**src/rtl/boot_remap_pkg.sv**
```systemverilog
package boot_remap_pkg;

  typedef enum logic [2:0] {
    RG_NONE   = 3'd0,
    RG_BOOT   = 3'd1,
    RG_SRAM   = 3'd2,
    RG_PERIPH = 3'd3,
    RG_EXT    = 3'd4,
    RG_UNDEF  = 3'd5
  } region_e;

  localparam int SEL_BOOT   = 0;
  localparam int SEL_SRAM   = 1;
  localparam int SEL_PERIPH = 2;
  localparam int SEL_EXT    = 3;
  localparam int SEL_W      = 4;

endpackage

```
**src/rtl/remap_ctl.sv**
```systemverilog
module remap_ctl (
  input  logic clk,
  input  logic rst,
  input  logic ctl_wr,
  input  logic ctl_wdata,
  input  logic boot_mode,
  output logic remap_q,
  output logic boot_w8_q
);

  // Remap is set-only; reset is the sole way back.
  always_ff @(posedge clk) begin
    if (rst)
      remap_q <= 1'b0;
    else if (ctl_wr && ctl_wdata)
      remap_q <= 1'b1;
  end

  // Boot width tracks the pin while reset is held, freezes on release.
  always_ff @(posedge clk) begin
    if (rst)
      boot_w8_q <= boot_mode;
  end

endmodule

```
**src/rtl/bank_classify.sv**
```systemverilog
module bank_classify
  import boot_remap_pkg::*;
#(
  parameter int BANK_W       = 12,
  parameter int NUM_CS       = 8,
  parameter int SRAM_BANK    = 3,
  parameter int EXT_FIRST    = 4,
  parameter int PERIPH_BANKS = 4
) (
  input  logic [BANK_W-1:0] bank,
  input  logic              remap,
  output region_e           region,
  output logic [NUM_CS-1:0] cs_hit
);

  localparam int NUM_BANKS   = 1 << BANK_W;
  localparam int PERIPH_LO   = NUM_BANKS - PERIPH_BANKS;
  localparam int EXT_CS_END  = EXT_FIRST + NUM_CS;

  genvar k;
  generate
    for (k = 0; k < NUM_CS; k++) begin : g_cs
      assign cs_hit[k] = (bank == BANK_W'(EXT_FIRST + k));
    end
  endgenerate

  always_comb begin
    region = RG_NONE;
    if (bank == '0)
      region = remap ? RG_SRAM : RG_BOOT;
    else if (bank == BANK_W'(SRAM_BANK))
      region = RG_SRAM;
    else if (bank < BANK_W'(EXT_FIRST))
      region = RG_NONE;
    else if (bank >= BANK_W'(PERIPH_LO))
      region = RG_PERIPH;
    else if (bank < BANK_W'(EXT_CS_END))
      region = RG_EXT;
    else
      region = RG_UNDEF;
  end

endmodule

```
**src/rtl/boot_remap_decoder.sv**
```systemverilog
module boot_remap_decoder
  import boot_remap_pkg::*;
#(
  parameter int ADDR_W       = 32,
  parameter int BANK_SH      = 20,
  parameter int NUM_CS       = 8,
  parameter int SRAM_BANK    = 3,
  parameter int EXT_FIRST    = 4,
  parameter int PERIPH_BANKS = 4
) (
  input  logic                      clk,
  input  logic                      rst,
  input  logic                      acc_valid,
  input  logic [ADDR_W-BANK_SH-1:0] acc_bank,
  input  logic                      ctl_wr,
  input  logic                      ctl_wdata,
  input  logic                      boot_mode,
  output logic [3:0]                region_sel,
  output logic [NUM_CS-1:0]         cs_en,
  output logic                      abort,
  output logic                      remap_on,
  output logic                      boot_w8
);

  localparam int BANK_W = ADDR_W - BANK_SH;

  logic        remap_q;
  region_e     region;
  logic [NUM_CS-1:0] cs_hit;

  logic [SEL_W-1:0]  sel_d;
  logic [NUM_CS-1:0] cs_d;
  logic              abort_d;
  logic              hi_cs;

  remap_ctl u_ctl (
    .clk       (clk),
    .rst       (rst),
    .ctl_wr    (ctl_wr),
    .ctl_wdata (ctl_wdata),
    .boot_mode (boot_mode),
    .remap_q   (remap_q),
    .boot_w8_q (boot_w8)
  );

  bank_classify #(
    .BANK_W       (BANK_W),
    .NUM_CS       (NUM_CS),
    .SRAM_BANK    (SRAM_BANK),
    .EXT_FIRST    (EXT_FIRST),
    .PERIPH_BANKS (PERIPH_BANKS)
  ) u_cls (
    .bank   (acc_bank),
    .remap  (remap_q),
    .region (region),
    .cs_hit (cs_hit)
  );

  // Any chip select above 0 is withheld until remap.
  assign hi_cs = |cs_hit[NUM_CS-1:1];

  always_comb begin
    sel_d   = '0;
    cs_d    = '0;
    abort_d = 1'b0;
    if (acc_valid) begin
      unique case (region)
        RG_BOOT: begin
          sel_d[SEL_BOOT] = 1'b1;
          cs_d[0]         = 1'b1;
        end
        RG_SRAM:   sel_d[SEL_SRAM]   = 1'b1;
        RG_PERIPH: sel_d[SEL_PERIPH] = 1'b1;
        RG_EXT: begin
          if (hi_cs && !remap_q) begin
            abort_d = 1'b1;
          end else begin
            sel_d[SEL_EXT] = 1'b1;
            cs_d           = cs_hit;
          end
        end
        RG_UNDEF: abort_d = 1'b1;
        default: ;
      endcase
    end
  end

  always_ff @(posedge clk) begin
    if (rst) begin
      region_sel <= '0;
      cs_en      <= '0;
      abort      <= 1'b0;
    end else begin
      region_sel <= sel_d;
      cs_en      <= cs_d;
      abort      <= abort_d;
    end
  end

  assign remap_on = remap_q;

endmodule

```
**config.mk**
```make
export PLATFORM = sky130hd
export DESIGN_NAME = boot_remap_decoder
export DESIGN_NICKNAME = d
export VERILOG_FILES = /design/src/rtl/boot_remap_pkg.sv /design/src/rtl/remap_ctl.sv /design/src/rtl/bank_classify.sv /design/src/rtl/boot_remap_decoder.sv
export SDC_FILE = /design/constraint.sdc
export NUM_CORES = 1
export LEC_CHECK = 0
export BUFFER_PORTS_ARGS = -buffer_cell sky130_fd_sc_hd__buf_4
export CAP_MARGIN = 0
export CORE_MARGIN = 2
export CORE_UTILIZATION = 30
export CTS_CLUSTER_SIZE = 40
export DETAILED_ROUTE_END_ITERATION = 12
export GPL_TIMING_DRIVEN = 1
export RECOVER_POWER = 50
export SLEW_MARGIN = 40
export SYNTH_ARGS = -nofsm -noshare
export SYNTH_HDL_FRONTEND = slang
export SYNTH_SLANG_ARGS = --single-unit
```
**constraint.sdc**
```tcl
create_clock -name clk -period 4.65 [get_ports clk]
set_input_delay 1.1625 -clock clk [delete_from_list [all_inputs] [get_ports clk]]
set_output_delay 1.1625 -clock clk [all_outputs]
set_load 0.02 [all_outputs]
```
==> flow_metrics.py <==
metrics = {
    "outcome": {
        "status": "complete, no violations",
    },
    "placement": {
        "portBuffers": 32,
        "hpwl_mm": 1.111,
        "dp.cells": 121,
        "gp_congestion": 0.8122,
        "place_area_um2": 904.6,
    },
    "routing": {
        "num_vias": 637,
        "routed_via_density": 5.096,
        "totalWireLength_mm": 1.354,
        "ant_nets": 0,
        "route.detailed.drc": 0,
        "avgRoutedWirePerCell_um": 10.83,
        "drt_iter0_drc": 13,
        "drt-pass1-iter-count": 4,
    },
    "run": {
        "drv_cap": 0,
    },
    "cts": {
        "clock-sinks": 15,
        "cts_resized": 0,
        "ctsHtreeMaxLevel": 1,
        "post_cts_buffers": 0,
        "path_clk_slew_ps": 80,
        "cts.hold.buffers_added": 0,
        "cts_buffer_depth": 2,
        "clk_latency_ps": 270,
        "cts_inserted_buffers": 3,
        "cts_tree": "built",
        "cts-root-buf": "clkbuf_4",
    },
    "logic_synthesis": {
        "synthesis.nets": 80,
        "synthCells": 62,
        "synth_area_um2": 630.6,
        "synthTopCellsByCount": "dfxtp_1 (14), nor4_1 (6), nand2_1 (5), nor2_1 (5), nand4_1 (4)",
        "synth_area_leaders": "dfxtp_1 (44%), nor4_4 (6.7%), nor4_1 (6.0%), edfxtp_1 (4.8%), nand4_1 (4.0%)",
        "ys_types": 24,
        "netlist.area_leader.share": 0.4444,
        "synth.most_common_cell": "dfxtp_1",
        "synth_seq_cells": 15,
        "ys_async_sr_fraction": 0,
        "synth_seq_area_share": 0.4921,
        "synth_edf_count": 1,
        "yosysTopAreaCell": "dfxtp_1",
        "ys.flop_type": "dfxtp_1",
        "avgSynthCellArea_um2": 10.17,
        "yosysWarnings": 0,
    },
    "timing": {
        "tns_ps": 0,
        "whs_ps": 573.8,
        "slew_headroom": 0.7520,
        "max_freq_mhz": 437.8,
        "slew_violations": 0,
        "fin_crit_sh": 0.4912,
        "worst_slew_pin_slew_ps": 369.3,
        "hold_viol": 0,
        "clock_skew_ps": 3.230,
        "fin_crit_ps": 2284,
        "setup-violations-final": 0,
        "rsz0062_at_grt": "false",
    },
    "floorplanning": {
        "die-area_um2": 2485,
        "start_util": 0.3182,
        "die_h_um": 49.85,
        "dieWidth_um": 49.85,
        "row_count": 16,
        "ioPinCount": 33,
        "core_area_um2": 1982,
    },
    "min_path": {
        "min_path_type": "reg2reg",
    },
    "critical_path": {
        "cp_data_arrival_time_ps": 2480,
        "crit_path_end_kind": "flip-flop",
        "max_stage_delay_ps": 400,
        "cp_max_fo": 5,
        "cp_slowest_cell": "nor4_4",
        "crit_chain": "buf_4, nor4_4, nand4b_2, or3_1, a221oi_2",
        "worst_setup_path_start_kind": "input port",
        "path_class": "in2reg",
        "required_ps": 4840,
    },
    "power": {
        "p_per_area_nw_per_um2": 265.6,
        "ir_worst_vdd_mv": 0.08715,
        "power_frac_seq": 0.566,
        "swShare": 0.2324,
        "power_frac_clock": 0.301,
        "total_power_uw": 234.3,
        "internal-power_uw": 179.9,
        "combPwrFrac": 0.133,
        "netSwitchingPower_uw": 54.46,
        "power.leakage_uw": 0.0003167,
    },
    "cells_and_area": {
        "fillers": 208,
        "layout.cells.non_filler": 125,
        "drive_gt1_frac": 0.2857,
        "diodes": 0,
        "nets": 117,
        "fin_area_um2": 882.1,
        "syn2layout_area_growth_pct": 39.88,
    },
    "global_route": {
        "grt_use_total": 0.1146,
        "grt_pass1_vias": 524,
        "antenna_found_initial": 0,
        "grt_max_degree": 10,
        "grt_pass1_wl_mm": 2.125,
        "gr-total-overflow": 0,
    },
}
-- area by class of cell --
class,instances,area (µm²),area share
clock buffer,4,26.28,0.02979
timing repair buffer,32,191.4,0.2170
tap,27,33.78,0.03830
multi-input combinational,47,320.3,0.3631
sequential,15,310.3,0.3518
-- cells by family after synthesis --
kind of cell and share of synthesized area:
flip-flops 0.4921, AND/OR/NAND/NOR 0.4266, AO/OA/AOI/OAI 0.08133
-- power groups by stage --
stage / Sequential [µW] / Clock, µW / Combinational (µW)
3_5_place_dp: 136 / 0 / 32.0
2_1_floorplan: 138 / 0 / 9.15
6_report: 133 / 70.5 / 31.1
4_1_cts: 133 / 73.1 / 32.1
3_3_place_gp: 136 / 0 / 31.7
5_1_grt: 133 / 81.2 / 34.0
-- metrics by stage --
stage	utilization	setup slack, ps
3_5_place_dp	0.4564	2072
5_1_grt	0.4451	2294
3_3_place_gp	0.4564	2080
4_1_cts	0.4697	2362
2_1_floorplan	-	2317
6_report	0.4451	2366
-- final timing paths --
check / to / slack (ps) / depth (start not counted) / from
setup / recovery: cs_en[0] / 2370 / 5 / acc_bank[5]
hold / removal: u_ctl.remap_q / 570 / 2 / u_ctl.remap_q
setup reg to reg: region_sel[1] / 3360 / 3 / u_ctl.remap_q
hold reg to reg: u_ctl.remap_q / 570 / 2 / u_ctl.remap_q
-- sequential cells by signal, summed over array words and instances (netlist names) --
| name | cells |
|---|---|
| abort | 1 |
| u_ctl.remap_q | 1 |
| cs_en | 8 |
| region_sel | 4 |
| u_ctl.boot_w8_q | 1 |
-- layout by cell type, fill, tap and decap left out --
master,synthesis,layout
a21o_1,1,1
a21oi_1,1,1
a221oi_2,1,1
buf_4,0,17
clkbuf_1,0,14
clkbuf_4,0,5
dfxtp_1,14,14
edfxtp_1,1,1
nand2_1,5,5
nand2_2,1,1
nand2b_1,2,2
nand3_1,2,2
nand3b_1,1,1
nand4_1,4,4
nand4b_2,1,1
nor2_1,5,5
nor2b_1,2,2
nor3_1,2,2
nor3b_1,1,1
nor4_1,6,6
nor4_4,2,2
nor4b_1,1,1
o21ai_0,3,3
o2bb2ai_1,1,1
or3_1,2,2
or3b_2,1,1
or4_1,2,2
-- worst max-delay path: cells and delay by family --
kind | cells | cell delay, ps
AO/OA/AOI/OAI | 1 | 230
buffers and inverters | 1 | 120
AND/OR/NAND/NOR | 3 | 960
-- routing by layer --
metal  track usage  vias to the layer above  wire, µm
li1              -                      314         -
met1        0.1372                      291       556
met2        0.1756                       27       644
met3       0.02121                        5       108
met4       0.09722                        0        44
met5             0                        -         0
Note: power is estimated with default switching activity, not from simulation.
